<file path="config.mk">
export PLATFORM = sky130hd
export DESIGN_NAME = glyphBlitter
export DESIGN_NICKNAME = d
export VERILOG_FILES = /design/src/rtl/glyphBlitPkg.sv /design/src/rtl/glyphBlitData.sv /design/src/rtl/glyphBlitCtrl.sv /design/src/rtl/glyphBlitter.sv
export SDC_FILE = /design/constraint.sdc
export NUM_CORES = 1
export LEC_CHECK = 0
export ABC_CLOCK_PERIOD_IN_PS = 3150
export BUFFER_PORTS_ARGS = -buffer_cell sky130_fd_sc_hd__buf_2
export CAP_MARGIN = 5
export CORE_MARGIN = 2
export CORE_UTILIZATION = 55
export CTS_CLUSTER_DIAMETER = 150
export DETAILED_ROUTE_END_ITERATION = 10
export GPL_ROUTABILITY_DRIVEN = 0
export MAX_ROUTING_LAYER = met4
export PLACE_DENSITY = 0.81
export SYNTH_ARGS = -nofsm -noshare
export SYNTH_HDL_FRONTEND = slang
export SYNTH_SLANG_ARGS = --single-unit
export TNS_END_PERCENT = 30
</file>
<file path="constraint.sdc">
create_clock -name clk -period 3.15 [get_ports clk]
set_input_delay 0 -clock clk [delete_from_list [all_inputs] [get_ports clk]]
set_output_delay 0 -clock clk [all_outputs]
set_load 0.02 [all_outputs]
</file>
<file path="src/rtl/glyphBlitPkg.sv">
package glyphBlitPkg;

  // Strobes from the sequencer to the datapath.
  typedef struct packed {
    logic load;     // capture job operands, reset counters
    logic fetchLd;  // take a glyph byte, bump the source pointer
    logic advance;  // move to the next pixel
    logic wrSel;    // memory address shows the destination
  } blitStrobeT;

  typedef enum logic [2:0] {
    ST_IDLE,
    ST_PIX,
    ST_FETCH,
    ST_EVAL,
    ST_WRITE,
    ST_FIN
  } blitStateT;

endpackage

</file>
<file path="src/rtl/glyphBlitData.sv">
module glyphBlitData
  import glyphBlitPkg::*;
#(
  parameter int ADDR_W  = 20,
  parameter int PITCH_W = 16,
  parameter int DIM_W   = 8,
  parameter int COLOR_W = 8
) (
  input  logic               clk,
  input  logic               rstN,
  input  blitStrobeT         strb,
  input  logic [ADDR_W-1:0]  srcAddrIn,
  input  logic [ADDR_W-1:0]  dstBaseIn,
  input  logic [PITCH_W-1:0] pitchIn,
  input  logic [DIM_W-1:0]   widthIn,
  input  logic [DIM_W-1:0]   heightIn,
  input  logic [COLOR_W-1:0] paintIn,
  input  logic               transpEnIn,
  input  logic               transpValIn,
  input  logic               patEnIn,
  input  logic [7:0]         memRdata,
  output logic [ADDR_W-1:0]  memAddr,
  output logic [COLOR_W-1:0] memWdata,
  output logic               needFetch,
  output logic               skipPix,
  output logic               lastPix,
  output logic               emptyJob
);

  localparam int BIT_IDX_W = 3;  // pixels per glyph byte = 2**BIT_IDX_W

  logic [ADDR_W-1:0]  srcPtr, rowAddr, dstAddr;
  logic [PITCH_W-1:0] pitchReg;
  logic [DIM_W-1:0]   wReg, hReg, xCnt, yCnt;
  logic [COLOR_W-1:0] paintReg;
  logic               transpEn, transpVal, patEn;
  logic [7:0]         srcByte;
  logic               curBit, lastCol, lastRow;

  assign lastCol  = (xCnt == wReg - DIM_W'(1));
  assign lastRow  = (yCnt == hReg - DIM_W'(1));
  assign lastPix  = lastCol && lastRow;
  assign emptyJob = (widthIn == '0) || (heightIn == '0);

  assign curBit    = srcByte[BIT_IDX_W'(7) - xCnt[BIT_IDX_W-1:0]];
  assign needFetch = patEn && (xCnt[BIT_IDX_W-1:0] == '0);
  assign skipPix   = patEn && transpEn && (curBit == transpVal);

  assign dstAddr  = rowAddr + ADDR_W'(xCnt);
  assign memAddr  = strb.wrSel ? dstAddr : srcPtr;
  assign memWdata = patEn ? (paintReg ^ COLOR_W'(curBit)) : paintReg;

  always_ff @(posedge clk) begin
    if (!rstN) begin
      srcPtr    <= '0;
      rowAddr   <= '0;
      pitchReg  <= '0;
      wReg      <= '0;
      hReg      <= '0;
      xCnt      <= '0;
      yCnt      <= '0;
      paintReg  <= '0;
      transpEn  <= 1'b0;
      transpVal <= 1'b0;
      patEn     <= 1'b0;
      srcByte   <= '0;
    end else if (strb.load) begin
      srcPtr    <= srcAddrIn;
      rowAddr   <= dstBaseIn;
      pitchReg  <= pitchIn;
      wReg      <= widthIn;
      hReg      <= heightIn;
      xCnt      <= '0;
      yCnt      <= '0;
      paintReg  <= paintIn;
      transpEn  <= transpEnIn;
      transpVal <= transpValIn;
      patEn     <= patEnIn;
    end else begin
      if (strb.fetchLd) begin
        srcByte <= memRdata;
        srcPtr  <= srcPtr + ADDR_W'(1);
      end
      if (strb.advance && !lastPix) begin
        if (lastCol) begin
          xCnt    <= '0;
          yCnt    <= yCnt + DIM_W'(1);
          rowAddr <= rowAddr + ADDR_W'(pitchReg);
        end else begin
          xCnt <= xCnt + DIM_W'(1);
        end
      end
    end
  end

  // the column counter never leaves the cell once a job is loaded
  assert_col_bound_R2: assert property (@(posedge clk) disable iff (!rstN)
    (wReg != '0) |-> (xCnt < wReg));

  // the row counter never leaves the cell once a job is loaded
  assert_row_bound_R2: assert property (@(posedge clk) disable iff (!rstN)
    (hReg != '0) |-> (yCnt < hReg));

endmodule

</file>
<file path="src/rtl/glyphBlitCtrl.sv">
module glyphBlitCtrl
  import glyphBlitPkg::*;
(
  input  logic       clk,
  input  logic       rstN,
  input  logic       start,
  input  logic       memReady,
  input  logic       needFetch,
  input  logic       skipPix,
  input  logic       lastPix,
  input  logic       emptyJob,
  output blitStrobeT strb,
  output logic       memReq,
  output logic       memWe,
  output logic       busy,
  output logic       done
);

  blitStateT state, nextState;

  always_comb begin
    strb      = '0;
    nextState = state;
    memReq    = 1'b0;
    memWe     = 1'b0;
    unique case (state)
      ST_IDLE: if (start) begin
        strb.load = 1'b1;
        nextState = emptyJob ? ST_FIN : ST_PIX;
      end
      ST_PIX:   nextState = needFetch ? ST_FETCH : ST_EVAL;
      ST_FETCH: begin
        memReq = 1'b1;
        if (memReady) begin
          strb.fetchLd = 1'b1;
          nextState    = ST_EVAL;
        end
      end
      ST_EVAL: begin
        if (skipPix) begin
          strb.advance = 1'b1;
          nextState    = lastPix ? ST_FIN : ST_PIX;
        end else begin
          nextState = ST_WRITE;
        end
      end
      ST_WRITE: begin
        memReq     = 1'b1;
        memWe      = 1'b1;
        strb.wrSel = 1'b1;
        if (memReady) begin
          strb.advance = 1'b1;
          nextState    = lastPix ? ST_FIN : ST_PIX;
        end
      end
      ST_FIN:  nextState = ST_IDLE;
      default: nextState = ST_IDLE;
    endcase
  end

  always_ff @(posedge clk) begin
    if (!rstN) state <= ST_IDLE;
    else       state <= nextState;
  end

  assign busy = (state != ST_IDLE);
  assign done = (state == ST_FIN);

  // a pending request stays raised with the same direction
  assert_hold_req_R7: assert property (@(posedge clk) disable iff (!rstN)
    (memReq && !memReady) |=> (memReq && $stable(memWe)));

  // completion is a single-cycle pulse
  assert_done_pulse_R9: assert property (@(posedge clk) disable iff (!rstN)
    done |=> !done);

  // no traffic once the job has completed
  assert_done_quiet_R9: assert property (@(posedge clk) disable iff (!rstN)
    done |-> !memReq);

endmodule

</file>
<file path="src/rtl/glyphBlitter.sv">
module glyphBlitter
  import glyphBlitPkg::*;
#(
  parameter int ADDR_W  = 20,
  parameter int PITCH_W = 16,
  parameter int DIM_W   = 8,
  parameter int COLOR_W = 8
) (
  input  logic               clk,
  input  logic               rstN,
  input  logic               start,
  input  logic [ADDR_W-1:0]  srcAddr,
  input  logic [ADDR_W-1:0]  dstBase,
  input  logic [PITCH_W-1:0] dstPitch,
  input  logic [DIM_W-1:0]   blitWidth,
  input  logic [DIM_W-1:0]   blitHeight,
  input  logic [COLOR_W-1:0] paintColor,
  input  logic               transpEn,
  input  logic               transpValue,
  input  logic               patternEn,
  output logic               memReq,
  output logic               memWe,
  output logic [ADDR_W-1:0]  memAddr,
  output logic [COLOR_W-1:0] memWdata,
  input  logic               memReady,
  input  logic [7:0]         memRdata,
  output logic               busy,
  output logic               done
);

  blitStrobeT strb;
  logic needFetch, skipPix, lastPix, emptyJob;

  glyphBlitCtrl uCtrl (
    .clk       (clk),
    .rstN      (rstN),
    .start     (start),
    .memReady  (memReady),
    .needFetch (needFetch),
    .skipPix   (skipPix),
    .lastPix   (lastPix),
    .emptyJob  (emptyJob),
    .strb      (strb),
    .memReq    (memReq),
    .memWe     (memWe),
    .busy      (busy),
    .done      (done)
  );

  glyphBlitData #(
    .ADDR_W  (ADDR_W),
    .PITCH_W (PITCH_W),
    .DIM_W   (DIM_W),
    .COLOR_W (COLOR_W)
  ) uData (
    .clk         (clk),
    .rstN        (rstN),
    .strb        (strb),
    .srcAddrIn   (srcAddr),
    .dstBaseIn   (dstBase),
    .pitchIn     (dstPitch),
    .widthIn     (blitWidth),
    .heightIn    (blitHeight),
    .paintIn     (paintColor),
    .transpEnIn  (transpEn),
    .transpValIn (transpValue),
    .patEnIn     (patternEn),
    .memRdata    (memRdata),
    .memAddr     (memAddr),
    .memWdata    (memWdata),
    .needFetch   (needFetch),
    .skipPix     (skipPix),
    .lastPix     (lastPix),
    .emptyJob    (emptyJob)
  );

  // address and write data hold while the request waits
  assert_req_stable_R7: assert property (@(posedge clk) disable iff (!rstN)
    (memReq && !memReady) |=> ($stable(memAddr) && (!memWe || $stable(memWdata))));

  // an idle block issues no request
  assert_idle_quiet_R1: assert property (@(posedge clk) disable iff (!rstN)
    !busy |-> !memReq);

endmodule

</file>
---- Yosys cells after proc, flatten, opt, wreduce, memory -nomap -nowiden ----
Cells that the tools add are included.
word-level totals
  memories ................................ 0
  ROM bits ................................ 0
  flip-flop bits (word level) ............. 110
  bits in writable memories ............... 0
  bits in latches ......................... 0
  output and inout port bits .............. 32
cells by class
  add/sub/neg operators ................... 8
  bitwise operators ....................... 3
  mux-type cells .......................... 26
  shift-type cells ........................ 0
  div/mod/pow operators ................... 0
  reductions and logical operators ........ 21
  multipliers ............................. 0
  eq/ne operators ......................... 11
  order comparisons ....................... 1
operators by type and width
  cell                   number
  $mux 20                6
  $add 20x1->20 const B  1
  $add 20x16->20         1
  $add 20x8->20          1
  $mux 3                 6
  $add 8x1->8 const B    2
  $eq 8x8->1             2
  $logic_not 8->1        2
  $mux 8                 2
  $sub 8x1->8 const B    2
  $pmux 3 s5             1
  $mux 1                 9
  $xor 8x1->8            1
  $eq 3x2->1 const B     2
  $eq 3x3->1 const B     2
  $logic_not 3->1        2
  $ne 2x2->1 const B     3
  $reduce_and 2->1       3
  $reduce_bool 2->1      3
  $logic_and 1x1->1      5
  $lt 3x4->1 const B     1
  $reduce_or 2->1        2
  $bmux 1 s3             1
  $eq 3x1->1 const B     1
  other kinds (8)        9

---- Longest topological paths before layout ----
  word-level depth ........................ 10
  depth in mapped cells ................... 11
  depth with buffers taken out ............ 10

---- Hierarchy ----
A second synthesis with hierarchy kept.
unflattened totals
  cells, all modules ...................... 831
  area total of the unflattened synthesis .. 7121.8 sq um
by module, submodules not included
  module         instances  area each (sq um)  cells an instance
  glyphBlitData  1          6834.1             794
  glyphBlitCtrl  1          287.8              37

---- Least setup slack after synthesis ----
No wires, ideal clock.
  path kind ............................... reg2out
  start point ............................. register uData.xCnt[0]
  end point ............................... output memAddr[16]
  path buffers ............................ 0
  setup slack ............................. 200 ps
  arrival time ............................ 2950 ps
  stages on the path, launching flop included .. 11
  cells stage by stage .................... dfxtp_1 > ha_1 > inv_1 > fa_1 > nor2b_1 > o21ai_0 > a21boi_0 > o21ai_0 > a2111oi_0 > xnor2_1 > o21ai_0
between the ends
  cells in the longest elaborated chain, start to end .. 2
RTL lines
  what                    RTL line             text
  from (decl)             glyphBlitData.sv:34  logic [DIM_W-1:0] wReg, hReg, xCnt, yCnt;
  from (signal assigned)  glyphBlitData.sv:90  xCnt <= xCnt + DIM_W'(1);
  $add 20x8->20           glyphBlitData.sv:49  assign dstAddr = rowAddr + ADDR_W'(xCnt);
  $mux 20                 glyphBlitData.sv:50  assign memAddr = strb.wrSel ? dstAddr : srcPtr;
  to (decl)               glyphBlitter.sv:23   output logic [ADDR_W-1:0] memAddr,
Every way passes these cells.

---- Final worst setup path ----
  start point ............................. register uData.rowAddr[0]
  end point ............................... output memAddr[18]
between the ends
  cells in the longest elaborated chain, start to end .. 2
RTL lines
  what                    RTL line             text
  from (decl)             glyphBlitData.sv:32  logic [ADDR_W-1:0] srcPtr, rowAddr, dstAddr;
  from (signal assigned)  glyphBlitData.sv:69  rowAddr <= dstBaseIn;
  from (signal assigned)  glyphBlitData.sv:88  rowAddr <= rowAddr + ADDR_W'(pitchReg);
  $add 20x8->20           glyphBlitData.sv:49
  $mux 20                 glyphBlitData.sv:50
Every way passes these cells.

==> results.py <==
metrics = {
    "outcome": {
        "status": "complete, no violations",
    },
    "synth": {
        "postSynth.asyncResetShare_pct": 0,
        "ys.warnings.count": 0,
        "ys_types": 70,
        "synth_edf_count": 0,
        "synth_top_cell_area_share_pct": 31.7,
        "synth.area.top_cells": "dfxtp_1, nand2_1, a21oi_1",
        "synth_top_area_cell": "dfxtp_1",
        "synth_nets": 1057,
        "syn_area_sq_um": 6950,
        "synth_cells": 930,
        "synth_area_per_cell_sq_um": 7.47,
        "ys_ff_latch": 110,
        "synth_flop_cell": "dfxtp_1",
        "synth-seq-area-share_pct": 31.7,
    },
    "worst_setup_path": {
        "worstPathArrival_ns": 2.95,
        "critPathKind": "reg -> out",
        "crit_path_start": "uData.rowAddr[0]",
        "crit_path_max_fanout": 5,
        "cp-endpoint": "memAddr[18]",
        "crit_required_ns": 3.15,
        "end_kind": "output port",
        "r2r_end": "uData.rowAddr[17]",
        "worstReg2RegStart": "uData.xCnt[5]",
        "rrSetupSlack_ns": 0.31,
        "setup.worst_path.start_class": "register",
        "ff2ff_path_depth": 7,
    },
    "cells_and_area": {
        "antennaDiodeCount": 0,
        "fin_nets": 1250,
        "final_cell_mix": "nand2_1, buf_2, dfxtp_1",
        "final_common_cell": "nand2_1",
        "synthToLayoutAreaGrowth_pct": 29.7,
        "drive_above_1_share_pct": 16.9,
    },
    "die": {
        "ioPinCount": 127,
        "core_sq_um": 12500,
        "dieArea_sq_um": 13500,
        "start_util_pct": 55.7,
        "die_y_um": 116,
        "fp-row-count": 41,
        "die_w_um": 116,
    },
    "grt": {
        "grt_pass1_vias": 6968,
        "grt_pass1_wl_um": 33300,
        "grt-ovfl-total": 0,
        "antenna_found_initial": 0,
        "grt_use_total_pct": 31.7,
        "grt_max_degree": 40,
    },
    "drt": {
        "wl_um": 20600,
        "wl_met3_um": 1250,
        "dr.pass1.iters": 5,
        "ant_nets": 0,
        "wl_met1_um": 8580,
        "drt_iter0_drc": 700,
        "vias": 7513,
        "vias_per_cell": 5.78,
        "highest_layer": "met4",
        "drc": 0,
        "routedWlPerCell_um": 15.8,
        "wl_met2_um": 10200,
    },
    "timing": {
        "finalCritPeriodShare_pct": 93.8,
        "slew_headroom_pct": 48.3,
        "hold_viol": 0,
        "worst_pin_slew_ns": 0.774,
        "setup_ws_ns": 0.196,
        "timing.fmax_mhz": 339,
        "fin_crit_ns": 2.95,
        "worst_hold_slack_ns": 0.0171,
        "skew_ns": 0.00761,
        "maxSlewViolCount": 0,
        "setup_violations": 0,
    },
    "power": {
        "leakage_nw": 3.66,
        "power.density_nw_per_um2": 494,
        "switchingPower_w": 0.00153,
        "p_int_w": 0.00292,
        "swShare_pct": 34.3,
        "vdd_drop_max_v": 0.000465,
        "power.share.clock_pct": 29.4,
        "seqPwrFrac_pct": 39.0,
        "combinationalPowerShare_pct": 31.7,
    },
    "min_path": {
        "min_path_type": "in -> reg",
        "min_from": "srcAddr[7]",
    },
    "place": {
        "dpl.hpwl_um": 13400,
        "pre_cts_slack_ns": 0.227,
        "portBuffers": 126,
    },
    "clock_network": {
        "clock_latency_ns": 0.36,
        "cts_buffer_depth": 2,
        "clkTransAtPathRegs_ns": 0.07,
        "cts.htree.levels": 3,
        "cts_tree": "yes",
        "cts_inserted_buffers": 9,
        "cts_root_buf": "clkbuf_16",
        "clock_sinks": 110,
    },
    "job": {
        "maxCapViolations": 0,
    },
}
critical path, cell delays in order, from the launching register on:
cell,delay [ns]
dfxtp_2,0.35
ha_2,0.18
inv_1,0.05
fa_1,0.39
nor2b_1,0.12
o21ai_0,0.11
a21boi_1,0.23
o21ai_2,0.13
a2111oi_2,0.36
buf_4,0.18
nand4_1,0.10
a31oi_1,0.22
buf_4,0.17
area by class of cell:
type / count / area, sq um
tap: 172 / 215
multi-input combinational: 736 / 4440
inverter: 25 / 93.8
timing repair buffer: 241 / 1720
sequential: 110 / 2200
clock buffer: 11 / 233
clock inverter: 5 / 106
fill: 955 / 3450
metal layers:
layer / up-vias / GRT usage (%)
met5: - / -
met2: 300 / 53.3
li1: 3681 / -
met4: 0 / 11.0
met3: 52 / 5.81
met1: 3480 / 38.1
logic make-up (layout without fill, tap and decap cells):
| group | Yosys count | in the layout | share of synthesized area, % |
|---|---|---|---|
| flip-flops | 110 | 110 | 31.7 |
| XOR/XNOR | 63 | 63 | 7.94 |
| adder cells (fa/ha/maj) | 32 | 32 | 5.98 |
| AND/OR/NAND/NOR | 361 | 361 | 23.8 |
| AO/OA/AOI/OAI | 272 | 272 | 24.0 |
| buffers and inverters | 84 | 282 | 4.99 |
| multiplexers | 8 | 8 | 1.60 |
cells in the mapped netlist (all sizes together), types with 4 or more instances:
| cell | instances |
|---|---|
| a2111oi | 8 |
| buf | 14 |
| a22oi | 7 |
| a31oi | 20 |
| xnor2 | 35 |
| a21o | 9 |
| nand4 | 11 |
| clkbuf | 45 |
| or3 | 11 |
| o21a | 4 |
| dfxtp | 110 |
| o31ai | 8 |
| mux2i | 4 |
| nor2b | 5 |
| nor2 | 54 |
| nor4 | 6 |
| nand2b | 7 |
| and3 | 7 |
| xor2 | 28 |
| nand2 | 182 |
| ha | 30 |
| nand3 | 37 |
| or4 | 4 |
| a211oi | 17 |
| inv | 25 |
| a21oi | 99 |
| o21ai | 70 |
| nor3 | 18 |
power by group through the flow:
stage / Clock [W] / Combinational [W] / Sequential, W
after global routing: 0.00137 / 0.00156 / 0.00175
after floorplan: 0 / 0.000959 / 0.00170
after global placement: 0 / 0.00126 / 0.00175
after CTS: 0.00133 / 0.00138 / 0.00173
after detailed placement: 0 / 0.00128 / 0.00176
final: 0.00131 / 0.00141 / 0.00174
per-stage QoR:
stage / TNS [ns] / instance area, sq um / util, % / cells / power, W
final: 0 / 9010 / 72.3 / 1300 / 0.00445
after global routing: -0.0485 / 9010 / 72.3 / 1300 / 0.00468
after CTS: 0 / 8970 / 72.0 / 1299 / 0.00443
after detailed placement: 0 / 7730 / 62.0 / 1193 / 0.00304
after global placement: 0 / 7730 / 62.0 / 1193 / 0.00302
after floorplan: 0 / 6950 / - / 930 / 0.00266
registers in the layout, summed over array words and instances, names as in the netlist:
register         count
uData.paintReg       8
uData.rowAddr       20
uData.wReg           8
uData.patEn          1
uData.pitchReg      16
uData.transpEn       1
uData.yCnt           8
uData.hReg           8
uData.xCnt           8
uData.transpVal      1
uData.srcPtr        20
uData.srcByte        8
uCtrl.state          3
worst min path at each step:
stage / endpoint / depth (start not counted)
after global routing: uData.srcPtr[7] / 3
after CTS: uData.srcPtr[7] / 3
after detailed placement: uData.paintReg[6] / 3
after floorplan: uData.rowAddr[1] / 2
after global placement: uData.pitchReg[12] / 3
final: uData.srcPtr[7] / 3
repair_timing:
action	4_1_cts	5_1_grt
setup endpoints to repair	1	11
hold endpoints to repair	90	0
hold buffers	90	0
gates resized for setup	2	9
pin swaps	0	3
setup buffers	0	1
Power figures use the tool's default switching activity.
